**config.mk**
```make
export PLATFORM = sky130hd
export DESIGN_NAME = dram_refresh_sched
export DESIGN_NICKNAME = d
export VERILOG_FILES = /design/src/rtl/dram_sched_pkg.sv /design/src/rtl/sched_tick.sv /design/src/rtl/sched_burst.sv /design/src/rtl/dram_refresh_sched.sv
export SDC_FILE = /design/constraint.sdc
export NUM_CORES = 1
export LEC_CHECK = 0
export ABC_AREA = 1
export ABC_CLOCK_PERIOD_IN_PS = 5300
export BUFFER_PORTS_ARGS = -buffer_cell sky130_fd_sc_hd__buf_4
export CORE_MARGIN = 4
export CORE_UTILIZATION = 45
export DETAILED_ROUTE_END_ITERATION = 10
export SLEW_MARGIN = 5
export SYNTH_ARGS = -nofsm -noshare
export SYNTH_HDL_FRONTEND = slang
export SYNTH_SLANG_ARGS = --single-unit
```
**constraint.sdc**
```tcl
create_clock -name clk -period 5.3 [get_ports clk]
set_input_delay 0.53 -clock clk [delete_from_list [all_inputs] [get_ports clk]]
set_output_delay 0.53 -clock clk [all_outputs]
set_load 0.1 [all_outputs]
```
**src/rtl/dram_sched_pkg.sv**
```systemverilog
package dram_sched_pkg;
  typedef enum logic [1:0] {
    PH_WAIT = 2'd0,
    PH_WAKE = 2'd1,
    PH_RUN  = 2'd2
  } sched_phase_e;
endpackage

```
**src/rtl/sched_tick.sv**
```systemverilog
// Wrapping cycle counter: tick is high in the enabled cycle that ends a
// LIMIT-long span; clr has priority and returns the count to zero.
module sched_tick #(
  parameter int LIMIT = 16
) (
  input  logic clk,
  input  logic rst,
  input  logic clr,
  input  logic en,
  output logic tick
);
  localparam int CW = (LIMIT > 1) ? $clog2(LIMIT) : 1;
  localparam logic [CW-1:0] LAST = CW'(LIMIT - 1);

  logic [CW-1:0] cnt_q;

  assign tick = en && !clr && (cnt_q == LAST);

  always_ff @(posedge clk) begin
    if (rst || clr) begin
      cnt_q <= '0;
    end else if (en) begin
      if (cnt_q == LAST) cnt_q <= '0;
      else               cnt_q <= cnt_q + CW'(1);
    end
  end
endmodule

```
**src/rtl/sched_burst.sv**
```systemverilog
// Counts the grants still owed in a wake-up burst.
module sched_burst #(
  parameter int WAKE_COUNT = 8
) (
  input  logic clk,
  input  logic rst,
  input  logic load,
  input  logic dec,
  output logic done
);
  localparam int BW = $clog2(WAKE_COUNT + 1);
  localparam logic [BW-1:0] FULL = BW'(WAKE_COUNT);

  logic [BW-1:0] left_q;

  assign done = dec && (left_q == BW'(1));

  always_ff @(posedge clk) begin
    if (rst) begin
      left_q <= '0;
    end else if (load) begin
      left_q <= FULL;
    end else if (dec && left_q != '0) begin
      left_q <= left_q - BW'(1);
    end
  end
endmodule

```
**src/rtl/dram_refresh_sched.sv**
```systemverilog
module dram_refresh_sched
  import dram_sched_pkg::*;
#(
  parameter int WAIT_CYCLES = 10000,
  parameter int REFI_CYCLES = 1562,
  parameter int OVR_CYCLES  = 1600000,
  parameter int WAKE_COUNT  = 8
) (
  input  logic clk,
  input  logic rst,
  output logic ref_req,
  input  logic ref_grant,
  output logic ref_wake,
  output logic ready,
  output logic overrun
);
  sched_phase_e phase_q, phase_d;
  logic pend_q, pend_d;
  logic ovr_d;
  logic grant_ok;
  logic wait_tick, slot_tick, age_tick, burst_done, burst_load;
  logic in_run;

  assign grant_ok = ref_req && ref_grant;
  assign in_run   = (phase_q == PH_RUN);

  sched_tick #(.LIMIT(WAIT_CYCLES)) u_wait (
    .clk (clk),
    .rst (rst),
    .clr (1'b0),
    .en  (phase_q == PH_WAIT),
    .tick(wait_tick)
  );

  sched_tick #(.LIMIT(REFI_CYCLES)) u_slot (
    .clk (clk),
    .rst (rst),
    .clr (!in_run),
    .en  (in_run),
    .tick(slot_tick)
  );

  sched_tick #(.LIMIT(OVR_CYCLES)) u_age (
    .clk (clk),
    .rst (rst),
    .clr (!in_run || !pend_q || grant_ok),
    .en  (in_run && pend_q && !grant_ok),
    .tick(age_tick)
  );

  sched_burst #(.WAKE_COUNT(WAKE_COUNT)) u_burst (
    .clk (clk),
    .rst (rst),
    .load(burst_load),
    .dec (grant_ok && phase_q == PH_WAKE),
    .done(burst_done)
  );

  always_comb begin
    phase_d    = phase_q;
    pend_d     = pend_q;
    ovr_d      = overrun;
    burst_load = 1'b0;
    unique case (phase_q)
      PH_WAIT: begin
        if (wait_tick) begin
          phase_d    = PH_WAKE;
          burst_load = 1'b1;
        end
      end
      PH_WAKE: begin
        pend_d = 1'b0;
        if (burst_done) phase_d = PH_RUN;
      end
      PH_RUN: begin
        if (age_tick) begin
          phase_d    = PH_WAKE;
          burst_load = 1'b1;
          ovr_d      = 1'b1;
          pend_d     = 1'b0;
        end else begin
          pend_d = slot_tick || (pend_q && !grant_ok);
        end
      end
      default: phase_d = PH_WAIT;
    endcase
  end

  always_ff @(posedge clk) begin
    if (rst) begin
      phase_q  <= PH_WAIT;
      pend_q   <= 1'b0;
      ref_req  <= 1'b0;
      ref_wake <= 1'b0;
      ready    <= 1'b0;
      overrun  <= 1'b0;
    end else begin
      phase_q  <= phase_d;
      pend_q   <= pend_d;
      ref_req  <= (phase_d == PH_WAKE) || pend_d;
      ref_wake <= (phase_d == PH_WAKE);
      ready    <= (phase_d == PH_RUN);
      overrun  <= ovr_d;
    end
  end
endmodule

```
==> results of run 1 <==
-- cell families (layout without fill, tap and decap cells) --
kind of cell / after synthesis / in the layout
simple gates: 203 / 203
flops: 57 / 57
compound gates: 49 / 49
buf+inv: 65 / 83
xor+xnor: 11 / 11
fa+ha+maj: 10 / 10
-- report_power, final --
part | switching [µW] | leakage (µW) | internal, µW
clock | 169 | 0.000102 | 239
sequential | 1.65 | 0.000459 | 430
combinational | 5.72 | 0.000765 | 3.45
total | 177 | 0.00133 | 672
-- layer usage --
metal | track usage [%] | up-vias | wire length, µm | share of wire (%)
met3 | 3.97 | 12 | 174 | 3.2
met4 | 7.95 | 0 | 119 | 2.2
met2 | 25.1 | 32 | 2410 | 44
met5 | 0 | - | 0 | 0
li1 | - | 1301 | - | -
met1 | 21.3 | 1039 | 2720 | 50
-- metrics by stage --
stage	power, µW	area, µm²	instances	setup slack [ps]	utilization (%)
finish	849	3140	488	3080	52.5
global route	881	3140	488	2830	52.5
global placement	451	2950	473	3160	49.2
detailed placement	451	2950	473	3070	49.2
floorplan	447	2830	395	3290	-
CTS	859	3140	488	3050	52.5
-- registers in the layout, indices dropped and copies added, names as in the netlist --
name            cells
phase_q             2
ready               1
pend_q              1
u_burst.left_q      4
overrun             1
ref_wake            1
u_slot.cnt_q       11
u_wait.cnt_q       14
ref_req             1
u_age.cnt_q        21
-- cells in the mapped netlist (2+ instances only) --
cell / count
nand2_1: 73
nor2_1: 66
dfxtp_1: 57
inv_1: 57
a21oi_1: 25
nand3_1: 22
nand4_1: 12
ha_1: 10
o21ai_0: 10
nor3_1: 9
xor2_1: 7
o21ai_1: 5
inv_2: 4
nand2_2: 4
xnor2_1: 4
nor2_2: 3
nor3_2: 3
a211oi_1: 2
a31oi_1: 2
nand2_4: 2
nor2_8: 2
or2_2: 2
-- cell type report --
class | count | share of cell area [%]
Clock buffer | 12 | 4.93
Clock inverter | 3 | 1.27
Sequential cell | 57 | 36.3
Inverter | 62 | 7.40
Tap cell | 75 | 2.98
Timing Repair Buffer | 6 | 1.43
Multi-Input combinational cell | 273 | 45.7
-- worst max-delay path by stage --
| stage | startpoint | to | slack, ps |
|---|---|---|---|
| after CTS | phase_q[0]$_SDFF_PP0_ | u_age.cnt_q[17]$_SDFFE_PP0N_ | 3050 |
| after global routing | phase_q[0]$_SDFF_PP0_ | u_age.cnt_q[16]$_SDFFE_PP0N_ | 2830 |
| final | phase_q[0]$_SDFF_PP0_ | u_age.cnt_q[17]$_SDFFE_PP0N_ | 3080 |
| after global placement | phase_q[0]$_SDFF_PP0_ | u_age.cnt_q[16]$_SDFFE_PP0N_ | 3160 |
| after detailed placement | phase_q[0]$_SDFF_PP0_ | u_age.cnt_q[10]$_SDFFE_PP0N_ | 3070 |
| after floorplan | ref_req$_SDFF_PP0_ | u_age.cnt_q[2]$_SDFFE_PP0N_ | 3290 |
-- worst max-delay path, stage by stage, from the launching register on --
cell,delay [ps]
dfxtp_1,340
inv_1,130
ha_1,300
nand2_2,130
nor2_8,210
nand2_4,90
nor2_8,130
nand2_4,90
nand2_1,340
inv_2,170
o21ai_0,110
a21oi_1,60
==> metrics.md, run 1 <==
| Metric | Value |
|---|---|
| Grt total ovfl | 0 |
| Die area | 7610 µm² |
| Area occupied by multi-input gates | roughly 1400 µm² |
| Type of origin of the critical path | flop |
| TritonCTS Buffers | 9 |
| RePlAce Congestion | 0.837 |
| Part of the cycle the worst path needs | roughly two fifths |
| # fillers | a little under 600 |
| Hold wc startpoint | u_age.cnt_q[0]$_SDFFE_PP0N_ |
| Largest net degree at the start of global routing | 12 |
| Commonest non-fill, non-tap cells in the layout | nand2_1 (73), nor2_1 (66), inv_1 (57), dfxtp_1 (57), a21oi_1 (25) |
| Final Max Tran Viols | 0 |
| Hold_buf cts | 0 |
| RSZ-0062 raised after global routing | false |
| Outcome | completed |
| DRC viols | 0 |
| Share of layout cells above drive strength 1 | ~10% |
| Synth Instances | approximately 400 |
| DR vias | roughly 2,400 |
| Critical Path RT | about 5500 ps |
| Post-synth ARST share | 0% |
| Final hold viol count | 0 |
| Slew at the pin closest to its max-slew limit | 419 ps |
| Clock tree sinks | between 50 and 60 |
| Number of post-CTS setup repair buffers | 0 |
| Worst R2R Start | phase_q[0]$_SDFF_PP0_ |
| Sequential element share of the synthesized area | about 40% |
| Arrival @ worst endpoint | roughly 2400 ps |
| R2R Setup Slk | about 3100 ps |
| Yosys reg bits | 57 |
| Post-synth EDFFs | 0 |
| Count of cell types in the netlist | 36 |
| Hold Path End | u_age.cnt_q[0]$_SDFFE_PP0N_ |
| Hold slack | roughly 450 ps |
| Synth Cell Area | ~2800 µm² |
| Post-synth top area share | 40.4% |
| Syn Nets | 408 |
| DR vias/cell | around 5 |
| Total track usage | ~16% |
| Crit Path Max Fanout | 11 |
| Final setup TNS | 0 ps |
| Top post-synthesis cells by area | dfxtp_1 (40%), nand2_1 (9.7%), nor2_1 (8.8%) |
| Final setup violation count | 0 |
| Yosys warns | 0 |
| Floorplan Core Area | about 6000 µm² |
| IO Port Bufs | 6 |
| Most common cell after layout, fill and taps aside | nand2_1 |
| Worst Hold Class | flop to flop |
| Synth Area in Compound Gates | 9.69% |
| Final nets | 422 |
| CP Capture Type | flop |
| Synthesized area per cell | a little over 7 µm² |
| PostCTS Resize Cnt | 0 |
| Hold Crit Depth | 1 |
| FF+latch area | roughly 1100 µm² |
| Drt total wl | around 5400 µm |
| Worst-Skew Late Latency | 340 ps |
| Detailed placement HPWL | roughly 4100 µm |
| Drt pass-1 iters | 5 |
| Initial antenna violation count | 0 |
| Row count | 28 |
| Worst r2r path cells | 11 |
| Starting Density | 47.2% |
| DRT iter0 DRCs | between 100 and 150 |
| VDD IR-drop max | 0.000158 V |
| Die width | 87.3 µm |
| Mux share of post-synthesis cell area | 0% |
| ANT nets after route | 0 |
| PD cells | between 200 and 300 nW/µm² |
| Max Buffers Root-to-Sink | 2 |
| Max Fclk | approximately 450 MHz |
| CTS tree | built |
| Min cycle time layout | between 2000 and 2500 ps |
| Largest family of logic cells by synthesized area | simple AND/OR/NAND/NOR gates |
| CTS HTree Levels | 3 |
| Pleak | roughly 0.0013 µW |
| Area leader, netlist | dfxtp_1 |
| Clk slew on worst S/H paths | 70 ps |
| Root Buffer | clkbuf_8 |
| Worst relative slew slack | approximately 72% |
| Clk_skew | about 6.7 ps |
| I/O pin count | 7 |
| Die height | about 87 µm |
| Dominant synthesized flop cell | dfxtp_1 |
| ANT cells | 0 |
| Number of global-route vias before repair | approximately 2,200 |
| RR Endpoint | u_age.cnt_q[17]$_SDFFE_PP0N_ |
| XOR/XNOR Fraction of Synth Area | 3.41% |
| Layout area overhead | 11.2% |
| Post-Synth Simple-Gate Area | approximately a third |
| First-pass GRT wire length | slightly below 10,000 µm |
| WL per Instance | around 11 µm |
| Critical setup path kind | flop to flop |
| Max cap viols | 0 |
| Adder-cell area share of the yosys netlist | about 4.4% |
(Power assumes the default switching activity.)
==> inputs of run 2 (changes only) <==
ABC_CLOCK_PERIOD_IN_PS = 2300   (was 5300)
clock period = 2.3 ns   (was 5.3 ns; I/O delays follow)
==> run 2 against run 1 <==
  * Fmax is 14% higher
  * Highest routed layer unchanged
  * Sequential cell count unchanged
  * Sequential power up 130%
  * Die area did not move
  * Register-to-register slack worse by 2700 ps
==> metrics.md, run 2 (synthesis gave the netlist of run 1 again) <==
| Metric | Value |
|---|---|
| ANT cells | 0 |
| Clk slew on worst S/H paths | 60 ps |
| Fin util | between 50 and 60% |
| Final hold viol count | 0 |
| Worst relative slew slack | around 73% |
| Final Max Tran Viols | 0 |
| Comb pwr share | between 1 and 1.5% |
| Root Buffer | clkbuf_8 |
| I/O pin count | 7 |
| WL per Instance | 11.0 µm |
| Tot Pwr | ~1800 µW |
| Drt total wl | roughly 5400 µm |
| Min cycle time layout | between 1500 and 2000 ps |
| Number of global-route vias before repair | ~2,200 |
| Max Fclk | 516 MHz |
| Sequential Power Share | ~55% |
| RePlAce Congestion | 0.819 |
| Layout area overhead | 10.9% |
| Pleak | about 0.0013 µW |
| Max cap viols | 0 |
| Die area | roughly 7600 µm² |
| VDD IR-drop max | 0.000355 V |
| Top reg by flops | u_age.cnt_q |
| Largest net degree at the start of global routing | 11 |
| Launch point of the worst path | phase_q[0]$_SDFF_PP0_ |
| Initial antenna violation count | 0 |
| DRT iter0 DRCs | 59 |
| RSZ-0062 raised after global routing | false |
| Worst setup margin | ~360 ps |
| Clk_skew | approximately 5.5 ps |
| Die height | 87.3 µm |
| Worst Hold Class | input port to flop |
| Share of layout cells above drive strength 1 | 10.1% |
| Max reg flops | 21 |
| Type of origin of the critical path | flop |
| Worst setup endpoint | u_wait.cnt_q[13]$_SDFFE_PP0P_ |
| Critical setup path kind | flop to flop |
| Max Buffers Root-to-Sink | 2 |
| Worst R2R Start | phase_q[0]$_SDFF_PP0_ |
| Hold Crit Depth | 2 |
| Worst r2r path cells | 11 |
| Slew at the pin closest to its max-slew limit | between 300 and 400 ps |
| DR vias | about 2,400 |
| CTS HTree Levels | 3 |
| NetSw | between 300 and 400 µW |
| Floorplan Core Area | 5990 µm² |
| TritonCTS Buffers | 9 |
| Starting Density | a little under half |
| DRC viols | 0 |
| Row count | 28 |
| Clock Power Share | 43.8% |
| IO Port Bufs | 6 |
| Drt pass-1 iters | 4 |
| Arrival @ worst endpoint | roughly 2200 ps |
| R2R Setup Slk | approximately 360 ps |
| RR Endpoint | u_wait.cnt_q[13]$_SDFFE_PP0P_ |
| Crit Path Max Fanout | 8 |
| Number of post-CTS setup repair buffers | 0 |
| ANT nets after route | 0 |
| Detailed placement HPWL | 3970 µm |
| Place WS | between 300 and 400 ps |
| First-pass GRT wire length | around 9600 µm |
| Sw Ratio | 20.6% |
| Total track usage | between 10% and 20% |
| Die width | 87.3 µm |
| Part of the cycle the worst path needs | 84.3% |
| PD cells | roughly 580 nW/µm² |
| Outcome | completed |
| Grt total ovfl | 0 |
| Cell internal pwr | between 1000 and 1500 µW |
| Most common cell after layout, fill and taps aside | nand2_1 |
| Commonest non-fill, non-tap cells in the layout | nand2_1 (73), nor2_1 (66), inv_1 (57), dfxtp_1 (57), a21oi_1 (25) |
| Critical Path RT | 2520 ps |
| Final nets | around 430 |
| Hold_buf cts | 0 |
| Final setup TNS | 0 ps |
| PostCTS Resize Cnt | 0 |
| Final setup violation count | 0 |
| Largest regs | u_age.cnt_q x21, u_wait.cnt_q x14, u_slot.cnt_q x11 |
| CP Capture Type | flop |
| DR vias/cell | between 4 and 5 |
| CTS tree | built |
| Clock tree sinks | 57 |
| Worst-Skew Late Latency | roughly 320 ps |
run 2: cell count changes in the layout (fill, tap and decap cells not counted):
cell,change
bufinv_16,-1
buf_4,+3
clkinv_2,-2
clkbuf_1,+2
run 2: final cells by class:
| cell class | instances | area [µm²] |
|---|---|---|
| fillers | 578 | 2860 |
| repair buffers | 9 | 67.6 |
| well taps | 75 | 93.8 |
| multi-input cells | 273 | 1440 |
| inverters | 62 | 233 |
| clock buffers | 14 | 163 |
| flip-flops and latches | 57 | 1140 |
run 2: power groups by stage:
stage	Sequential (µW)	Clock, µW	Combinational [µW]
2_1_floorplan	1020	0	14.5
3_3_place_gp	1020	0	21.8
3_5_place_dp	1020	0	21.7
4_1_cts	996	826	21.7
5_1_grt	996	870	25.1
6_report	996	794	21.4
run 2: metrics by stage:
step	cell area [µm²]	hold slack [ps]	std cells
2_1_floorplan	2830	418	395
5_1_grt	3130	159	490
4_1_cts	3130	137	490
6_report	3130	154	490
3_5_place_dp	2970	449	476
3_3_place_gp	2970	433	476
run 2: per-layer routing:
| metal | global-route usage, % | vias to the layer above | share of wire, % |
|---|---|---|---|
| met2 | 24.2 | 36 | 46 |
| met4 | 6.14 | 0 | 0.50 |
| li1 | - | 1290 | - |
| met3 | 4.54 | 2 | 2.6 |
| met5 | 0 | - | 0 |
| met1 | 20.9 | 1090 | 51 |
run 2: worst min path at each step:
stage	start	endpoint	slack [ps]
floorplan	u_age.cnt_q[0]$_SDFFE_PP0N_	u_age.cnt_q[0]$_SDFFE_PP0N_	420
global placement	u_age.cnt_q[0]$_SDFFE_PP0N_	u_age.cnt_q[0]$_SDFFE_PP0N_	430
detailed placement	u_age.cnt_q[0]$_SDFFE_PP0N_	u_age.cnt_q[0]$_SDFFE_PP0N_	450
CTS	rst	u_wait.cnt_q[1]$_SDFFE_PP0P_	140
global route	rst	phase_q[0]$_SDFF_PP0_	160
finish	rst	u_wait.cnt_q[1]$_SDFFE_PP0P_	150
run 2: worst max-delay path: stages (launching register included):
cell     delay [ps]
dfxtp_1         340
inv_1           130
ha_1            330
nand2_2         100
nor2_2          120
nand2_1          90
nor2_1          160
nand3_1         130
nor2_1          170
nand3_1         110
nor2_1          100
nor2_1           50
